**config.mk**
```make
export PLATFORM = sky130hd
export DESIGN_NAME = stepadapt_filter
export DESIGN_NICKNAME = d
export VERILOG_FILES = /design/src/rtl/saf_pkg.sv /design/src/rtl/saf_delay_line.sv /design/src/rtl/saf_fir.sv /design/src/rtl/saf_window_avg.sv /design/src/rtl/saf_step_ctrl.sv /design/src/rtl/stepadapt_filter.sv
export SDC_FILE = /design/constraint.sdc
export NUM_CORES = 2
export LEC_CHECK = 0
export ABC_AREA = 0
export BUFFER_PORTS_ARGS = -buffer_cell sky130_fd_sc_hd__buf_2
export CAP_MARGIN = 20
export CORE_ASPECT_RATIO = 1.25
export CORE_MARGIN = 2
export CORE_UTILIZATION = 65
export DETAILED_ROUTE_END_ITERATION = 8
export PLACE_DENSITY = 0.85
export SYNTH_ARGS = -nofsm -noshare
export SYNTH_HDL_FRONTEND = slang
export SYNTH_SLANG_ARGS = --single-unit
```
**constraint.sdc**
```tcl
create_clock -name clk -period 13.47 [get_ports clk]
set_input_delay 2.694 -clock clk [delete_from_list [all_inputs] [get_ports clk]]
set_output_delay 2.694 -clock clk [all_outputs]
set_load 0.01 [all_outputs]
```
**src/rtl/saf_pkg.sv**
```systemverilog
package saf_pkg;
  // Triangular FIR weight for tap k of an n-tap filter.
  function automatic int tap_weight(input int k, input int n);
    int half;
    half = n / 2;
    if (k < half) return k + 1;
    return n - k;
  endfunction
endpackage

```
**src/rtl/saf_delay_line.sv**
```systemverilog
module saf_delay_line #(
  parameter int DW    = 16,
  parameter int DEPTH = 21
) (
  input  logic                        clk,
  input  logic                        rst,
  input  logic                        shift,
  input  logic signed [DW-1:0]        din,
  output logic [DEPTH-1:0][DW-1:0]    taps
);
  always_ff @(posedge clk) begin
    if (rst) begin
      taps <= '0;
    end else if (shift) begin
      taps[0] <= din;
      for (int i = 1; i < DEPTH; i++) taps[i] <= taps[i-1];
    end
  end
endmodule

```
**src/rtl/saf_fir.sv**
```systemverilog
module saf_fir
  import saf_pkg::*;
#(
  parameter int DW        = 16,
  parameter int NTAPS     = 22,
  parameter int COEF_SHIFT = 7
) (
  input  logic [NTAPS-1:0][DW-1:0] win,
  output logic signed [DW-1:0]     y
);
  localparam int ACCW = DW + $clog2(NTAPS) + 6;
  localparam logic signed [ACCW-1:0] HI = ACCW'((2 ** (DW - 1)) - 1);
  localparam logic signed [ACCW-1:0] LO = -ACCW'(2 ** (DW - 1));

  logic signed [ACCW-1:0] prod [NTAPS];
  logic signed [ACCW-1:0] acc;
  logic signed [ACCW-1:0] scaled;

  for (genvar k = 0; k < NTAPS; k++) begin : g_tap
    localparam int WGT = tap_weight(k, NTAPS);
    logic signed [DW-1:0] s;
    assign s       = $signed(win[k]);
    assign prod[k] = ACCW'(s) * ACCW'(WGT);
  end

  always_comb begin
    acc = '0;
    for (int k = 0; k < NTAPS; k++) acc = acc + prod[k];
    scaled = acc >>> COEF_SHIFT;
    if (scaled > HI)      y = HI[DW-1:0];
    else if (scaled < LO) y = LO[DW-1:0];
    else                  y = scaled[DW-1:0];
  end
endmodule

```
**src/rtl/saf_window_avg.sv**
```systemverilog
module saf_window_avg #(
  parameter int DW    = 16,
  parameter int NTAPS = 22,
  parameter int NWIN  = 4,
  localparam int IDXW = (NWIN > 1) ? $clog2(NWIN) : 1
) (
  input  logic [NTAPS-1:0][DW-1:0] win,
  input  logic [IDXW-1:0]          sel,
  output logic signed [DW-1:0]     y
);
  localparam int SW = DW + NWIN + 1;

  logic signed [DW-1:0] avg [NWIN];

  for (genvar i = 0; i < NWIN; i++) begin : g_win
    localparam int LEN = 2 << i;
    logic signed [SW-1:0] sum;
    logic signed [SW-1:0] shifted;
    always_comb begin
      sum = '0;
      for (int j = 0; j < LEN; j++) sum = sum + SW'($signed(win[j]));
      shifted = sum >>> (i + 1);
    end
    assign avg[i] = shifted[DW-1:0];
  end

  always_comb begin
    y = avg[0];
    for (int i = 0; i < NWIN; i++) if (sel == IDXW'(i)) y = avg[i];
  end
endmodule

```
**src/rtl/saf_step_ctrl.sv**
```systemverilog
module saf_step_ctrl #(
  parameter int NTAPS = 22,
  parameter int NWIN  = 4,
  localparam int IDXW = (NWIN > 1) ? $clog2(NWIN) : 1,
  localparam int CNTW = $clog2(NTAPS + 1)
) (
  input  logic            clk,
  input  logic            rst,
  input  logic            adv,
  input  logic            enable,
  input  logic            hit,
  output logic            use_avg,
  output logic [IDXW-1:0] cur_sel,
  output logic            nxt_active
);
  localparam logic [IDXW-1:0] LAST = IDXW'(NWIN - 1);

  logic            active, act_n;
  logic [CNTW-1:0] cnt, cnt_n;
  logic [IDXW-1:0] widx, widx_n;

  always_comb begin
    use_avg = 1'b0;
    cur_sel = '0;
    act_n   = active;
    cnt_n   = cnt;
    widx_n  = widx;
    if (!enable) begin
      act_n = 1'b0;
    end else if (adv) begin
      if (!active) begin
        if (hit) begin
          use_avg = 1'b1;
          act_n   = 1'b1;
          cnt_n   = CNTW'(1);
          widx_n  = IDXW'(1);
        end
      end else if (cnt == CNTW'(NTAPS - 1)) begin
        act_n = 1'b0;
      end else begin
        use_avg = 1'b1;
        cur_sel = widx;
        cnt_n   = cnt + CNTW'(1);
        if (widx != LAST) widx_n = widx + IDXW'(1);
      end
    end
  end

  assign nxt_active = act_n;

  always_ff @(posedge clk) begin
    if (rst) begin
      active <= 1'b0;
      cnt    <= '0;
      widx   <= '0;
    end else begin
      active <= act_n;
      cnt    <= cnt_n;
      widx   <= widx_n;
    end
  end


  win_track_chk: assert property (@(posedge clk) disable iff (rst)
    active |-> (widx == ((cnt > CNTW'(LAST)) ? LAST : IDXW'(cnt))));


  settle_bound_chk: assert property (@(posedge clk) disable iff (rst)
    active |-> (cnt != '0 && cnt < CNTW'(NTAPS)));


  abort_chk: assert property (@(posedge clk) disable iff (rst)
    !$past(enable) |-> !active);
endmodule

```
**src/rtl/stepadapt_filter.sv**
```systemverilog
module stepadapt_filter #(
  parameter int DW          = 16,
  parameter int NTAPS       = 22,
  parameter int COEF_SHIFT  = 7,
  parameter int STEP_THRESH = 1000,
  parameter int NWIN        = 4
) (
  input  logic                 clk,
  input  logic                 rst,
  input  logic                 smp_valid,
  input  logic signed [DW-1:0] smp_data,
  input  logic                 fir_bypass,
  input  logic                 step_mode_en,
  output logic                 res_valid,
  output logic signed [DW-1:0] res_data,
  output logic                 res_settled
);
  localparam int IDXW = (NWIN > 1) ? $clog2(NWIN) : 1;
  localparam int DIFW = DW + 2;

  logic [NTAPS-2:0][DW-1:0] line;
  logic [NTAPS-1:0][DW-1:0] win;
  logic signed [DW-1:0]     fir_y, avg_y;
  logic signed [DIFW-1:0]   diff, mag;
  logic                     hit, use_avg, nxt_active, mode_en;
  logic [IDXW-1:0]          cur_sel;
  logic signed [DW-1:0]     pick;

  saf_delay_line #(.DW(DW), .DEPTH(NTAPS - 1)) u_line (
    .clk(clk), .rst(rst), .shift(smp_valid), .din(smp_data), .taps(line)
  );

  assign win = {line, smp_data};

  saf_fir #(.DW(DW), .NTAPS(NTAPS), .COEF_SHIFT(COEF_SHIFT)) u_fir (
    .win(win), .y(fir_y)
  );

  saf_window_avg #(.DW(DW), .NTAPS(NTAPS), .NWIN(NWIN)) u_avg (
    .win(win), .sel(cur_sel), .y(avg_y)
  );

  assign diff    = DIFW'(smp_data) - DIFW'(res_data);
  assign mag     = diff[DIFW-1] ? -diff : diff;
  assign hit     = mag > DIFW'(STEP_THRESH);
  assign mode_en = step_mode_en && !fir_bypass;

  saf_step_ctrl #(.NTAPS(NTAPS), .NWIN(NWIN)) u_ctrl (
    .clk(clk), .rst(rst), .adv(smp_valid), .enable(mode_en), .hit(hit),
    .use_avg(use_avg), .cur_sel(cur_sel), .nxt_active(nxt_active)
  );

  always_comb begin
    if (fir_bypass)   pick = smp_data;
    else if (use_avg) pick = avg_y;
    else              pick = fir_y;
  end

  always_ff @(posedge clk) begin
    if (rst) begin
      res_valid   <= 1'b0;
      res_data    <= '0;
      res_settled <= 1'b1;
    end else begin
      res_valid <= smp_valid;
      if (smp_valid) begin
        res_data    <= pick;
        res_settled <= !nxt_active;
      end
    end
  end


  valid_lat_chk: assert property (@(posedge clk) disable iff (rst)
    res_valid |-> $past(smp_valid));


  bypass_pass_chk: assert property (@(posedge clk) disable iff (rst)
    (res_valid && $past(fir_bypass)) |-> (res_data == $past(smp_data) && res_settled));


  step_cause_chk: assert property (@(posedge clk) disable iff (rst)
    $fell(res_settled) |-> $past(step_mode_en && !fir_bypass && smp_valid));
endmodule

```
==> flow_summary_export.csv <==
group,metric,value,unit
drt,routed_wl,128,mm
logic_synthesis,ys_top_cells_by_count,"inv_1 (926), fa_1 (623), ha_1 (588)",
clock_tree,root_buffer,"clkbuf_16",
global_routing,grt_overflow,0,
setup_path,reg2reg_depth,38,
setup_path,cp-end-kind,"flip-flop",
logic_synthesis,synth.avg_cell_area,9.32,um^2
placed_design,place_congestion,0.985,
clock_tree,cts_htree_levels,2,
clock_tree,clock_path_buffers,3,
global_routing,gr-usage-all-layers,35.7,%
timing,rsz0062_at_grt,"no",
logic_synthesis,yosysMostFrequentCell,"inv_1",
timing,fin_crit,12.91,ns
logic_synthesis,ys_types,81,
logic_synthesis,ys_seq_elements,362,
floorplanning,rows,109,
power_and_ir_drop,power.density,70.0,nW/um^2
min_path,min_to,"res_settled",
timing,finalCritPeriodShare,95.9,%
logic_synthesis,synth_fp_nets,6199,
status,status,"completed",
setup_path,worstPathArrival,13.35,ns
drt,via_count,35200,
setup_path,crit_fanout,6,
logic_synthesis,synthTopCellsByArea,"fa_1 (27%), ha_1 (16%), dfxtp_1 (16%)",
setup_path,crit_buf_inv,4,
logic_synthesis,syn-cell-area,46300,um^2
placed_design,numPortBuffers,38,
setup_path,crit_path_top_delay_cell,"fa_1",
setup_path,cp_top_family,"adder cells",
finish,num_antenna_cells,0,
power_and_ir_drop,p_switching,1170,uW
setup_path,r2r-end,"res_data[10]",
drt,first_pass_iters,6,
finish,syn2layout_area_growth,5.91,%
job,maxCapViolCount,0,
logic_synthesis,ys.flop_type,"dfxtp_1",
power_and_ir_drop,p_clk_share,39.2,%
setup_path,critPathKind,"primary input to flip-flop",
drt,ant_nets,0,
logic_synthesis,yosysTopAreaCell,"fa_1",
global_routing,antenna_found_initial,1,
logic_synthesis,synth_edf_count,0,
power_and_ir_drop,p_int,2270,uW
power_and_ir_drop,p_leak,0.0250,uW
clock_tree,path_clk_slew,0.07,ns
floorplanning,start_util,65.5,%
timing,max_slew_margin,23.5,%
logic_synthesis,yosys_warnings,0,
global_routing,grt_pass1_wl,202,mm
timing,clock.fmax,0.0774,GHz
finish,finalNetCount,6200,
timing,report.final.slew_viol_count,0,
setup_path,critPathMostFrequentCell,"fa_1",
clock_tree,cts.sinks,362,
clock_tree,cts_tree,"built",
min_path,min_from,"res_settled",
logic_synthesis,ys_seq_area_share,15.7,%
floorplanning,coreArea,70600,um^2
global_routing,grt_pass1_vias,36600,
floorplanning,dieArea,73400,um^2
finish,nFillCells,5280,
finish,drive_gt1_share,3.16,%
drt,via_per_inst,5.92,
timing,finalSetupViolations,0,
floorplanning,die_h,302,um
global_routing,grt_max_degree,145,
power_and_ir_drop,p_comb_share,28.7,%
drt,route.detailed.wl_per_inst,21.5,um
floorplanning,die_x,243,um
clock_tree,cts_buffers,44,
clock_tree,worstSkewPairLatency,0.61,ns
floorplanning,ios,39,
setup_path,worstPathRequired,13.90,ns
setup_path,reg2reg_from,"u_line.taps[226]",
timing,hold_viol,0,
setup_path,critPathMaxStageDelay,0.55,ns
power_and_ir_drop,total_power,3430,uW
power_and_ir_drop,p_seq_share,32.2,%
setup_path,reg2reg_slack,1.68,ns
power_and_ir_drop,max-vdd-ir-drop,0.0911,mV
logic_synthesis,synth_top_area_share,26.9,%
power_and_ir_drop,sw_frac_of_total,34.0,%
min_path,hold_depth,2,
timing,fin_worst_skew,0.0366,ns
drt,drc,0,
placed_design,dp_hpwl,104,mm
min_path,hp-class,"flip-flop to flip-flop",
logic_synthesis,ys_async_sr_fraction,0,%
timing,setup-tns-final,0,ns
timing,worst_pin_slew,1.15,ns
logic_synthesis,synthCells,4967,
setup_path,startpoint_type,"primary input",
drt,drt_iter0_markers,2784,
## sequential cells by signal (all words and copies together), names as in the netlist
signal         flops
u_ctrl.cnt         5
res_valid          1
res_data          16
u_ctrl.widx        2
u_line.taps      336
u_ctrl.active      1
res_settled        1
## power by group through the flow
stage          clock [uW]  sequential (uW)  combinational [uW]
2_1_floorplan           0             1120                 711
3_3_place_gp            0             1130                 932
3_5_place_dp            0             1130                 958
4_1_cts              1350             1100                 969
5_1_grt              1390             1100                1080
6_report             1340             1100                 984
## timing repair
action | 4_1_cts | 5_1_grt
hold buffers | 0 | 0
gates resized for setup | 0 | 1
setup endpoints to repair | 0 | 2
setup buffers | 0 | 0
## worst max path at each step
stage / startpoint / to / cells after the start
2_1_floorplan: smp_data[0] / res_data[15] / 44
3_3_place_gp: smp_data[0] / res_data[15] / 45
3_5_place_dp: smp_data[0] / res_data[15] / 45
4_1_cts: smp_data[0] / res_data[15] / 45
5_1_grt: smp_data[0] / res_data[15] / 45
6_report: smp_data[0] / res_data[15] / 45
## stage by stage
stage               util, %  worst slack [ns]  instance area (um^2)  instances  hold WS, ns
floorplan                 -              1.76                 46300       4967        0.453
global placement       67.1             0.272                 47400       5865        0.469
detailed placement     67.1            0.0505                 47400       5865        0.487
CTS                    69.4             0.618                 49000       5947        0.497
global route           69.4            0.0310                 49000       5947        0.532
finish                 69.4             0.557                 49000       5947        0.494
## worst register-to-register path, delay by kind of cell (launching register included)
family / cells / cell delay (ns)
fa+ha+maj: 11 / 4.87
flops: 1 / 0.51
simple gates: 6 / 1.16
xor+xnor: 1 / 0.22
compound gates: 15 / 4.68
buf+inv: 5 / 0.24
## per-layer routing
metal	vias to the layer above	GRT usage, %	wire length, um
li1	16300	-	-
met1	17100	42.2	48300
met2	1318	58.0	59200
met3	524	3.72	6190
met4	0	32.7	14300
met5	-	0	0
## final cells by class
cell class | instances | area (um^2) | area share (%)
Multi-Input combinational cell | 3581 | 35200 | 71.8
Sequential cell | 362 | 7250 | 14.8
Inverter | 927 | 3480 | 7.10
Clock buffer | 57 | 1220 | 2.49
Tap cell | 943 | 1180 | 2.41
Clock inverter | 25 | 370 | 0.756
Timing Repair Buffer | 52 | 328 | 0.669
## cells by family (layout without fill, tap and decap cells)
logic type      after synthesis  in the layout  synth area share (%)
compound gates              726            726                  10.3
xor+xnor                    305            305                  5.80
fa+ha+maj                  1211           1211                  42.8
buf+inv                    1024           1061                  8.31
flops                       362            362                  15.7
mux                         343            343                  7.42
simple gates                996            996                  9.62
## cell usage in the layout (no fill, tap or decap), drive strengths merged, types with 15 or more instances in the layout
cell type  instances
o211ai            15
o21bai            33
nand2            136
nand2b            45
a211oi            40
o21ai            169
a21boi            36
ha               588
o21a              36
mux2i            343
fa               623
or3               18
nor2             538
and3              23
xor2              90
a31oi             23
inv              929
a21o              65
or2               16
nand3             53
clkbuf            57
dfxtp            362
nor2b             41
nor3              69
xnor2            214
buf               52
a21oi            175
Note: power is estimated with default switching activity, not from simulation.
